$ cat src/rtl/sertx_pkg.sv
package sertx_pkg;

   typedef enum logic {
      ST_IDLE  = 1'b0,
      ST_SHIFT = 1'b1
   } sertx_state_e;

   typedef struct packed {
      logic nine;
      logic par_en;
      logic par_odd;
   } sertx_fmt_t;

endpackage

$ cat src/rtl/sertx_baud.sv
module sertx_baud #(
   parameter int DIV_W = 13
) (
   input  logic             clk,
   input  logic             rst_n,
   input  logic [DIV_W-1:0] divisor,
   input  logic             run,
   input  logic             restart,
   output logic             sub_tick
);
   localparam logic [DIV_W-1:0] ONE = DIV_W'(1);

   logic [DIV_W-1:0] cnt;
   logic             div_ok;

   assign div_ok   = |divisor;
   assign sub_tick = run && div_ok && (cnt == divisor - ONE);

   always_ff @(posedge clk or negedge rst_n) begin
      if (!rst_n) begin
         cnt <= '0;
      end else if (restart || !run || sub_tick) begin
         cnt <= '0;
      end else begin
         cnt <= cnt + ONE;
      end
   end

   // a zero divisor never yields a prescaler pulse
   a_r4_no_tick_div0 : assert property (@(posedge clk) disable iff (!rst_n)
      (divisor == '0) |-> !sub_tick);

   // pulses are spaced by the divisor, so never back to back above 1
   a_r3_tick_spacing : assert property (@(posedge clk) disable iff (!rst_n)
      (sub_tick && divisor > ONE) |=> (!sub_tick || divisor != $past(divisor)));

endmodule

$ cat src/rtl/sertx_hold.sv
module sertx_hold #(
   parameter int DATA_W = 9
) (
   input  logic              clk,
   input  logic              rst_n,
   input  logic              wr_en,
   input  logic [DATA_W-1:0] wr_data,
   input  logic              take,
   output logic              full,
   output logic [DATA_W-1:0] data
);
   always_ff @(posedge clk or negedge rst_n) begin
      if (!rst_n) begin
         full <= 1'b0;
         data <= '0;
      end else if (wr_en) begin
         full <= 1'b1;
         data <= wr_data;
      end else if (take) begin
         full <= 1'b0;
      end
   end

   // a transfer without a new write leaves the register empty
   a_r6_empty_after_take : assert property (@(posedge clk) disable iff (!rst_n)
      (take && !wr_en) |=> !full);

   // the shifter only takes a character that is present
   a_r6_take_needs_full : assert property (@(posedge clk) disable iff (!rst_n)
      take |-> full);

   // the latest write always wins the holding register
   a_r11_last_write_wins : assert property (@(posedge clk) disable iff (!rst_n)
      wr_en |=> (full && data == $past(wr_data)));

endmodule

$ cat src/rtl/sertx_shift.sv
module sertx_shift
   import sertx_pkg::*;
#(
   parameter int DATA_W = 9,
   parameter int OVS    = 32
) (
   input  logic              clk,
   input  logic              rst_n,
   input  logic              sub_tick,
   input  logic              hold_full,
   input  logic [DATA_W-1:0] hold_data,
   input  logic              tx_enable,
   input  logic              div_ok,
   input  sertx_fmt_t        fmt,
   output logic              take,
   output logic              busy,
   output logic              line
);
   localparam int SR_W  = DATA_W + 2;
   localparam int CNT_W = $clog2(SR_W + 1);
   localparam int TMR_W = $clog2(OVS);
   localparam logic [CNT_W-1:0] CNT_ONE = CNT_W'(1);
   localparam logic [TMR_W-1:0] TMR_ONE = TMR_W'(1);
   localparam logic [TMR_W-1:0] TMR_TOP = TMR_W'(OVS - 1);

   sertx_state_e      state;
   logic [SR_W-1:0]   sr;
   logic [CNT_W-1:0]  bitcnt;
   logic [TMR_W-1:0]  tmr;
   logic              tmr_wrap;
   logic              bit_tick;
   logic              last_bit;
   logic              can_load;
   logic [SR_W-1:0]   frame_n;
   logic [CNT_W-1:0]  nbits_n;

   // bit timer end detection: a power-of-two oversample uses an all-ones test
   generate
      if ((OVS & (OVS - 1)) == 0) begin : g_pow2
         assign tmr_wrap = &tmr;
      end else begin : g_cmp
         assign tmr_wrap = (tmr == TMR_TOP);
      end
   endgenerate

   // frame image: start at bit 0, field above it, ones (stop/fill) beyond
   always_comb begin
      int   fw;
      logic par;
      fw      = fmt.nine ? DATA_W : DATA_W - 1;
      par     = fmt.par_odd;
      frame_n = '1;
      frame_n[0] = 1'b0;
      for (int i = 0; i < DATA_W; i++) begin
         if (i < fw) begin
            if (fmt.par_en && i == fw - 1) begin
               frame_n[i+1] = par;
            end else begin
               frame_n[i+1] = hold_data[i];
            end
            if (i < fw - 1) begin
               par = par ^ hold_data[i];
            end
         end
      end
      nbits_n = CNT_W'(fw + 2);
   end

   assign busy     = (state == ST_SHIFT);
   assign bit_tick = sub_tick && tmr_wrap;
   assign last_bit = busy && bit_tick && (bitcnt == CNT_ONE);
   assign can_load = hold_full && tx_enable && div_ok;
   assign take     = can_load && (!busy || last_bit);
   assign line     = sr[0];

   always_ff @(posedge clk or negedge rst_n) begin
      if (!rst_n) begin
         state  <= ST_IDLE;
         sr     <= '1;
         bitcnt <= '0;
         tmr    <= '0;
      end else if (take) begin
         state  <= ST_SHIFT;
         sr     <= frame_n;
         bitcnt <= nbits_n;
         tmr    <= '0;
      end else if (busy && sub_tick) begin
         tmr <= bit_tick ? '0 : tmr + TMR_ONE;
         if (bit_tick) begin
            if (bitcnt == CNT_ONE) begin
               state  <= ST_IDLE;
               sr     <= '1;
               bitcnt <= '0;
            end else begin
               sr     <= {1'b1, sr[SR_W-1:1]};
               bitcnt <= bitcnt - CNT_ONE;
            end
         end
      end
   end

   // a disabled idle engine stays idle
   a_r8_idle_when_disabled : assert property (@(posedge clk) disable iff (!rst_n)
      (!busy && !tx_enable) |=> !busy);

   // a zero divisor keeps the idle engine idle
   a_r4_idle_div0 : assert property (@(posedge clk) disable iff (!rst_n)
      (!busy && !div_ok) |=> !busy);

   // every frame begins with a low start bit
   a_r1_start_low : assert property (@(posedge clk) disable iff (!rst_n)
      $rose(busy) |-> (line == 1'b0));

   // the remaining-bit count stays inside the frame length
   a_r1_count_range : assert property (@(posedge clk) disable iff (!rst_n)
      busy |-> (bitcnt != '0 && bitcnt <= CNT_W'(SR_W)));

   // a waiting character follows the stop bit without a gap
   a_r5_seamless_reload : assert property (@(posedge clk) disable iff (!rst_n)
      (last_bit && can_load) |=> (busy && line == 1'b0));

endmodule

$ cat src/rtl/sertx_pad.sv
module sertx_pad (
   input  logic clk,
   input  logic rst_n,
   input  logic tx_enable,
   input  logic busy,
   input  logic line,
   input  logic wired_or,
   output logic txd_out,
   output logic txd_oe
);
   logic active;

   assign active  = tx_enable || busy;
   assign txd_out = active ? line : 1'b1;
   assign txd_oe  = active && (!wired_or || !line);

   // wired-OR mode never drives a high level
   a_r9_wired_low_only : assert property (@(posedge clk) disable iff (!rst_n)
      wired_or |-> !(txd_oe && txd_out));

   // with nothing in flight and the enable off, the pin is released high
   a_r8_released : assert property (@(posedge clk) disable iff (!rst_n)
      (!tx_enable && !busy) |-> (!txd_oe && txd_out));

endmodule

$ cat src/rtl/sertx_dbuf.sv
module sertx_dbuf
   import sertx_pkg::*;
#(
   parameter int DATA_W = 9,
   parameter int DIV_W  = 13,
   parameter int OVS    = 32
) (
   input  logic              clk,
   input  logic              rst_n,
   input  logic              wr_en,
   input  logic [DATA_W-1:0] wr_data,
   input  logic [DIV_W-1:0]  divisor,
   input  logic              tx_enable,
   input  logic              nine_bit,
   input  logic              par_en,
   input  logic              par_odd,
   input  logic              wired_or,
   output logic              hold_empty,
   output logic              tx_done,
   output logic              txd_out,
   output logic              txd_oe
);
   generate
      if (DATA_W < 2) begin : g_bad_data_w
         $error("sertx_dbuf: DATA_W must be at least 2");
      end
      if (DIV_W < 1) begin : g_bad_div_w
         $error("sertx_dbuf: DIV_W must be at least 1");
      end
      if (OVS < 2) begin : g_bad_ovs
         $error("sertx_dbuf: OVS must be at least 2");
      end
   endgenerate

   logic              sub_tick;
   logic              take;
   logic              busy;
   logic              line;
   logic              hold_full;
   logic [DATA_W-1:0] hold_data;
   sertx_fmt_t        fmt;

   assign fmt = '{nine: nine_bit, par_en: par_en, par_odd: par_odd};

   sertx_baud #(.DIV_W(DIV_W)) u_baud (
      .clk      (clk),
      .rst_n    (rst_n),
      .divisor  (divisor),
      .run      (busy),
      .restart  (take),
      .sub_tick (sub_tick)
   );

   sertx_hold #(.DATA_W(DATA_W)) u_hold (
      .clk     (clk),
      .rst_n   (rst_n),
      .wr_en   (wr_en),
      .wr_data (wr_data),
      .take    (take),
      .full    (hold_full),
      .data    (hold_data)
   );

   sertx_shift #(.DATA_W(DATA_W), .OVS(OVS)) u_shift (
      .clk       (clk),
      .rst_n     (rst_n),
      .sub_tick  (sub_tick),
      .hold_full (hold_full),
      .hold_data (hold_data),
      .tx_enable (tx_enable),
      .div_ok    (|divisor),
      .fmt       (fmt),
      .take      (take),
      .busy      (busy),
      .line      (line)
   );

   sertx_pad u_pad (
      .clk       (clk),
      .rst_n     (rst_n),
      .tx_enable (tx_enable),
      .busy      (busy),
      .line      (line),
      .wired_or  (wired_or),
      .txd_out   (txd_out),
      .txd_oe    (txd_oe)
   );

   assign hold_empty = !hold_full;
   assign tx_done    = !busy && !hold_full;

   // completion implies nothing is queued and the line is idle high
   a_r7_done_is_quiet : assert property (@(posedge clk) disable iff (!rst_n)
      tx_done |-> (hold_empty && txd_out));

endmodule

$ cat config.mk
export PLATFORM = sky130hd
export DESIGN_NAME = sertx_dbuf
export DESIGN_NICKNAME = d
export VERILOG_FILES = /design/src/rtl/sertx_pkg.sv /design/src/rtl/sertx_baud.sv /design/src/rtl/sertx_hold.sv /design/src/rtl/sertx_shift.sv /design/src/rtl/sertx_pad.sv /design/src/rtl/sertx_dbuf.sv
export SDC_FILE = /design/constraint.sdc
export NUM_CORES = 1
export LEC_CHECK = 0
export BUFFER_PORTS_ARGS = -buffer_cell sky130_fd_sc_hd__buf_2
export CORE_ASPECT_RATIO = 1.25
export CORE_MARGIN = 5
export CORE_UTILIZATION = 50
export DETAILED_ROUTE_END_ITERATION = 10
export GPL_TIMING_DRIVEN = 0
export PLACE_DENSITY = 0.72
export SLEW_MARGIN = 10
export SYNTH_ARGS = -nofsm -noshare
export SYNTH_HDL_FRONTEND = slang
export SYNTH_SLANG_ARGS = --single-unit
$ cat constraint.sdc
create_clock -name clk -period 3.05 [get_ports clk]
set_clock_uncertainty 0.2 [all_clocks]
set_input_delay 0.4575 -clock clk [delete_from_list [all_inputs] [get_ports clk]]
set_output_delay 0.4575 -clock clk [all_outputs]
set_load 0.03 [all_outputs]
==> impl_results.md <==
* Finished Layout Cells at 396
* DIE HEIGHT at 93.37 um
* FF-to-FF setup slack at 0.29 ns
* Layout Utilization at 60.60%
* FF-to-FF path depth at 8
* Vias at 2280
* Wirelength per Cell at 15.16 um
* R2r endpoint: u_shift.tmr[3]$_DFFE_PN0P_
* Global-route wire length before repair at 9991 um
* Crit path DAT at 3.00 ns
* Top-count cell post-synth: dfrtp_1
* RSZ-0062 raised after global routing: true
* Combinational fraction of design power at 26.3%
* Final Cycle Share at 97.50%
* Initial Util at 51.44%
* Psw at 0.0004638 W
* Inst Count DP at 380
* Vias in the first global route at 2215
* Switch share at 30.80%
* Routed vias/inst at 5.758
* VDD IR max at 0.0003677 V
* Critical Path End Type: flip-flop
* Min-Delay Path Class: input port to asynchronous set/reset pin
* Fmax at 336.3 MHz
* DRT Pass-1 Iters at 4
* Hold bufs inserted after CTS at 0
* Area grow syn2layout at 17.82%
* Main synth FF type: dfrtp_1
* Cells after synthesis at 287
* CTS tree: done
* Hold Violations, Final at 0
* Drt total wl at 6004 um
* Avg Inst Size Synth at 9.687 um2
* Worst r2r src: u_baud.cnt[7]$_DFF_PN0_
* Flops & latches, synth at 43
* DR iter-0 viols at 77
* PortBufs at 29
* I/O Pins at 34
* Cell variety after synth at 58
* Clk slew on worst S/H paths at 0.08 ns
* WS Path Type: input port to flip-flop
* Post-synthesis sequential area ratio at 39.15%
* Run status: completed
* Area contributors post-synth: dfrtp_1, dfstp_2, xnor2_1, xor2_1, mux2_2
* Leak Pwr at 1.448 nW
* Synth Warn # at 0
* Fraction of registers with async set or reset after synthesis at 100.0%
* Syn Std Cell Area at 0.002780 mm2
* Core Box Area at 0.005405 mm2
* Initial antenna violation count at 0
* CTS sink count at 43
* Fin. max-slew vios at 0
* Hold_ws at 0.1041 ns
* Total power draw at 0.001506 W
* Clock share of power at 29.6%
* Synth area leader: dfrtp_1
* Die Wd at 76.70 um
* Share of layout cells above drive strength 1 at 28.61%
* Largest net degree at the start of global routing at 44
* Maxcap violations at 0
* Placed wire-length estimate at 4179 um
* Seq pwr share at 44.1%
* Crit start category: input port
* N_diodes at 0
* Relative slew slack at 37.35%
* Root buffer cell: clkbuf_8
* EDFF count, synth at 0
* Crit Path Max Fanout at 7
* H-tree Lvls at 2
* Clock latency on the worst-skew pair at 0.29 ns
* Die area at 0.007161 mm2
* CTS Buffer Depth at 2
* Final #Nets at 368
* Setup Viol. Count Final at 0
* CP Data Required Time at 3.07 ns
* Tmin final at 2.974 ns
* Routability cong. at 0.8442
* Total CTS buffers at 5
* Number of nets with antenna violations after routing at 0
* DRC violations left at 0
* Synth top cells by count: dfrtp_1, nor2_1, inv_1
* Worst Tran Pin Value at 0.9398 ns
* Syn Nets at 324
* Int Power at 0.001042 W
* Global Route Usage Sum at 16.87%
* Pwr dens at 459.6 mW/mm2
* Top cell type's share of synthesized area at 29.70%
* Site Rows at 30
* Total grt overflow at 0
stage by stage:
stage          worst slack [ns]  area [um2]  setup TNS, ns
3_3_place_gp            -0.5800        3014         -15.86
4_1_cts                 0.02313        3234              0
2_1_floorplan          -0.01670        2789       -0.01774
3_5_place_dp            -0.5995        3014         -16.50
6_report                0.07612        3276              0
5_1_grt                -0.01595        3276       -0.02243
cells in the final DEF, fill, tap and decap left out, drive strengths merged, types with 3 or more instances in the layout:
cell	netlist	layout
clkbuf	6	10
nand3	13	13
nor3	5	5
buf	6	43
ha	7	7
dfstp	10	10
nand4	4	4
xor2	14	14
and3	4	4
a31oi	5	5
nor3b	3	3
a21oi	13	13
nor4	8	8
mux2	10	10
xnor2	19	19
nand2	15	15
o22ai	8	8
dfrtp	33	33
inv	21	21
or4	4	4
mux2i	10	10
o21ai	9	9
nor2	26	26
what timing repair did:
| item | in CTS | in global routing |
|---|---|---|
| endpoints found under the setup margin | 30 | 26 |
| cloned | 1 | 0 |
| pin swaps | 2 | 3 |
| buffers inserted | 6 | 1 |
| resized for setup | 8 | 7 |
layer usage:
layer  up-vias  part of all wire, %  global-route usage [%]
li1       1113                    -                       -
met1      1106                   43                   20.29
met2        47                   50                   29.04
met3        14                  3.6                   2.987
met4         0                  3.1                   7.872
met5         -                    0                       0
worst max-delay path, cell delays in order:
cell and delay, ns:
buf_2 0.14, or4_4 0.57, o41ai_2 0.26, a21oi_2 0.14, or4_4 0.53, nor4_4 0.25, buf_4 0.20, a21oi_2 0.07
o32a_1 0.37
worst max-delay path by stage:
stage	slack, ns	to	from
after floorplan	-0.02	u_shift.sr[9]$_DFFE_PN1P_	divisor[2]
after global placement	-0.58	u_baud.cnt[7]$_DFF_PN0_	divisor[0]
after detailed placement	-0.60	u_baud.cnt[7]$_DFF_PN0_	divisor[0]
after CTS	0.02	u_shift.bitcnt[3]$_DFFE_PN0P_	divisor[0]
after global routing	-0.02	u_shift.sr[9]$_DFFE_PN1P_	divisor[0]
final	0.08	u_shift.sr[9]$_DFFE_PN1P_	divisor[0]
sequential cells by signal (all words and copies together) (netlist names):
register / cells
u_shift.sr: 10
u_shift.busy: 1
u_hold.data: 9
u_baud.cnt: 13
u_shift.tmr: 5
u_hold.full: 1
u_shift.bitcnt: 4
power groups by stage:
stage	logic [W]	clock network, W	registers (W)
6_report	0.000396	0.000446	0.000664
5_1_grt	0.000439	0.000479	0.000670
4_1_cts	0.000385	0.000454	0.000664
3_5_place_dp	0.000364	0	0.000675
3_3_place_gp	0.000355	0	0.000671
2_1_floorplan	0.000284	0	0.000662
area by class of cell:
cell class              instances  area [um2]
repair buffers                 36       197.7
multi-input cells             211        1622
clock inverters                 3       43.79
flip-flops and latches         43        1089
plain buffers                  13       96.34
inverters                      21       78.83
clock buffers                   5       68.82
well taps                      64       80.08
fillers                       477        2130
cells by family after synthesis:
group | synth area share (%)
flops | 39.15
fa+ha+maj | 3.150
mux | 7.651
xor+xnor | 10.40
simple gates | 20.34
buf+inv | 6.031
compound gates | 13.28
No activity file was read; power rests on OpenSTA's default activity.
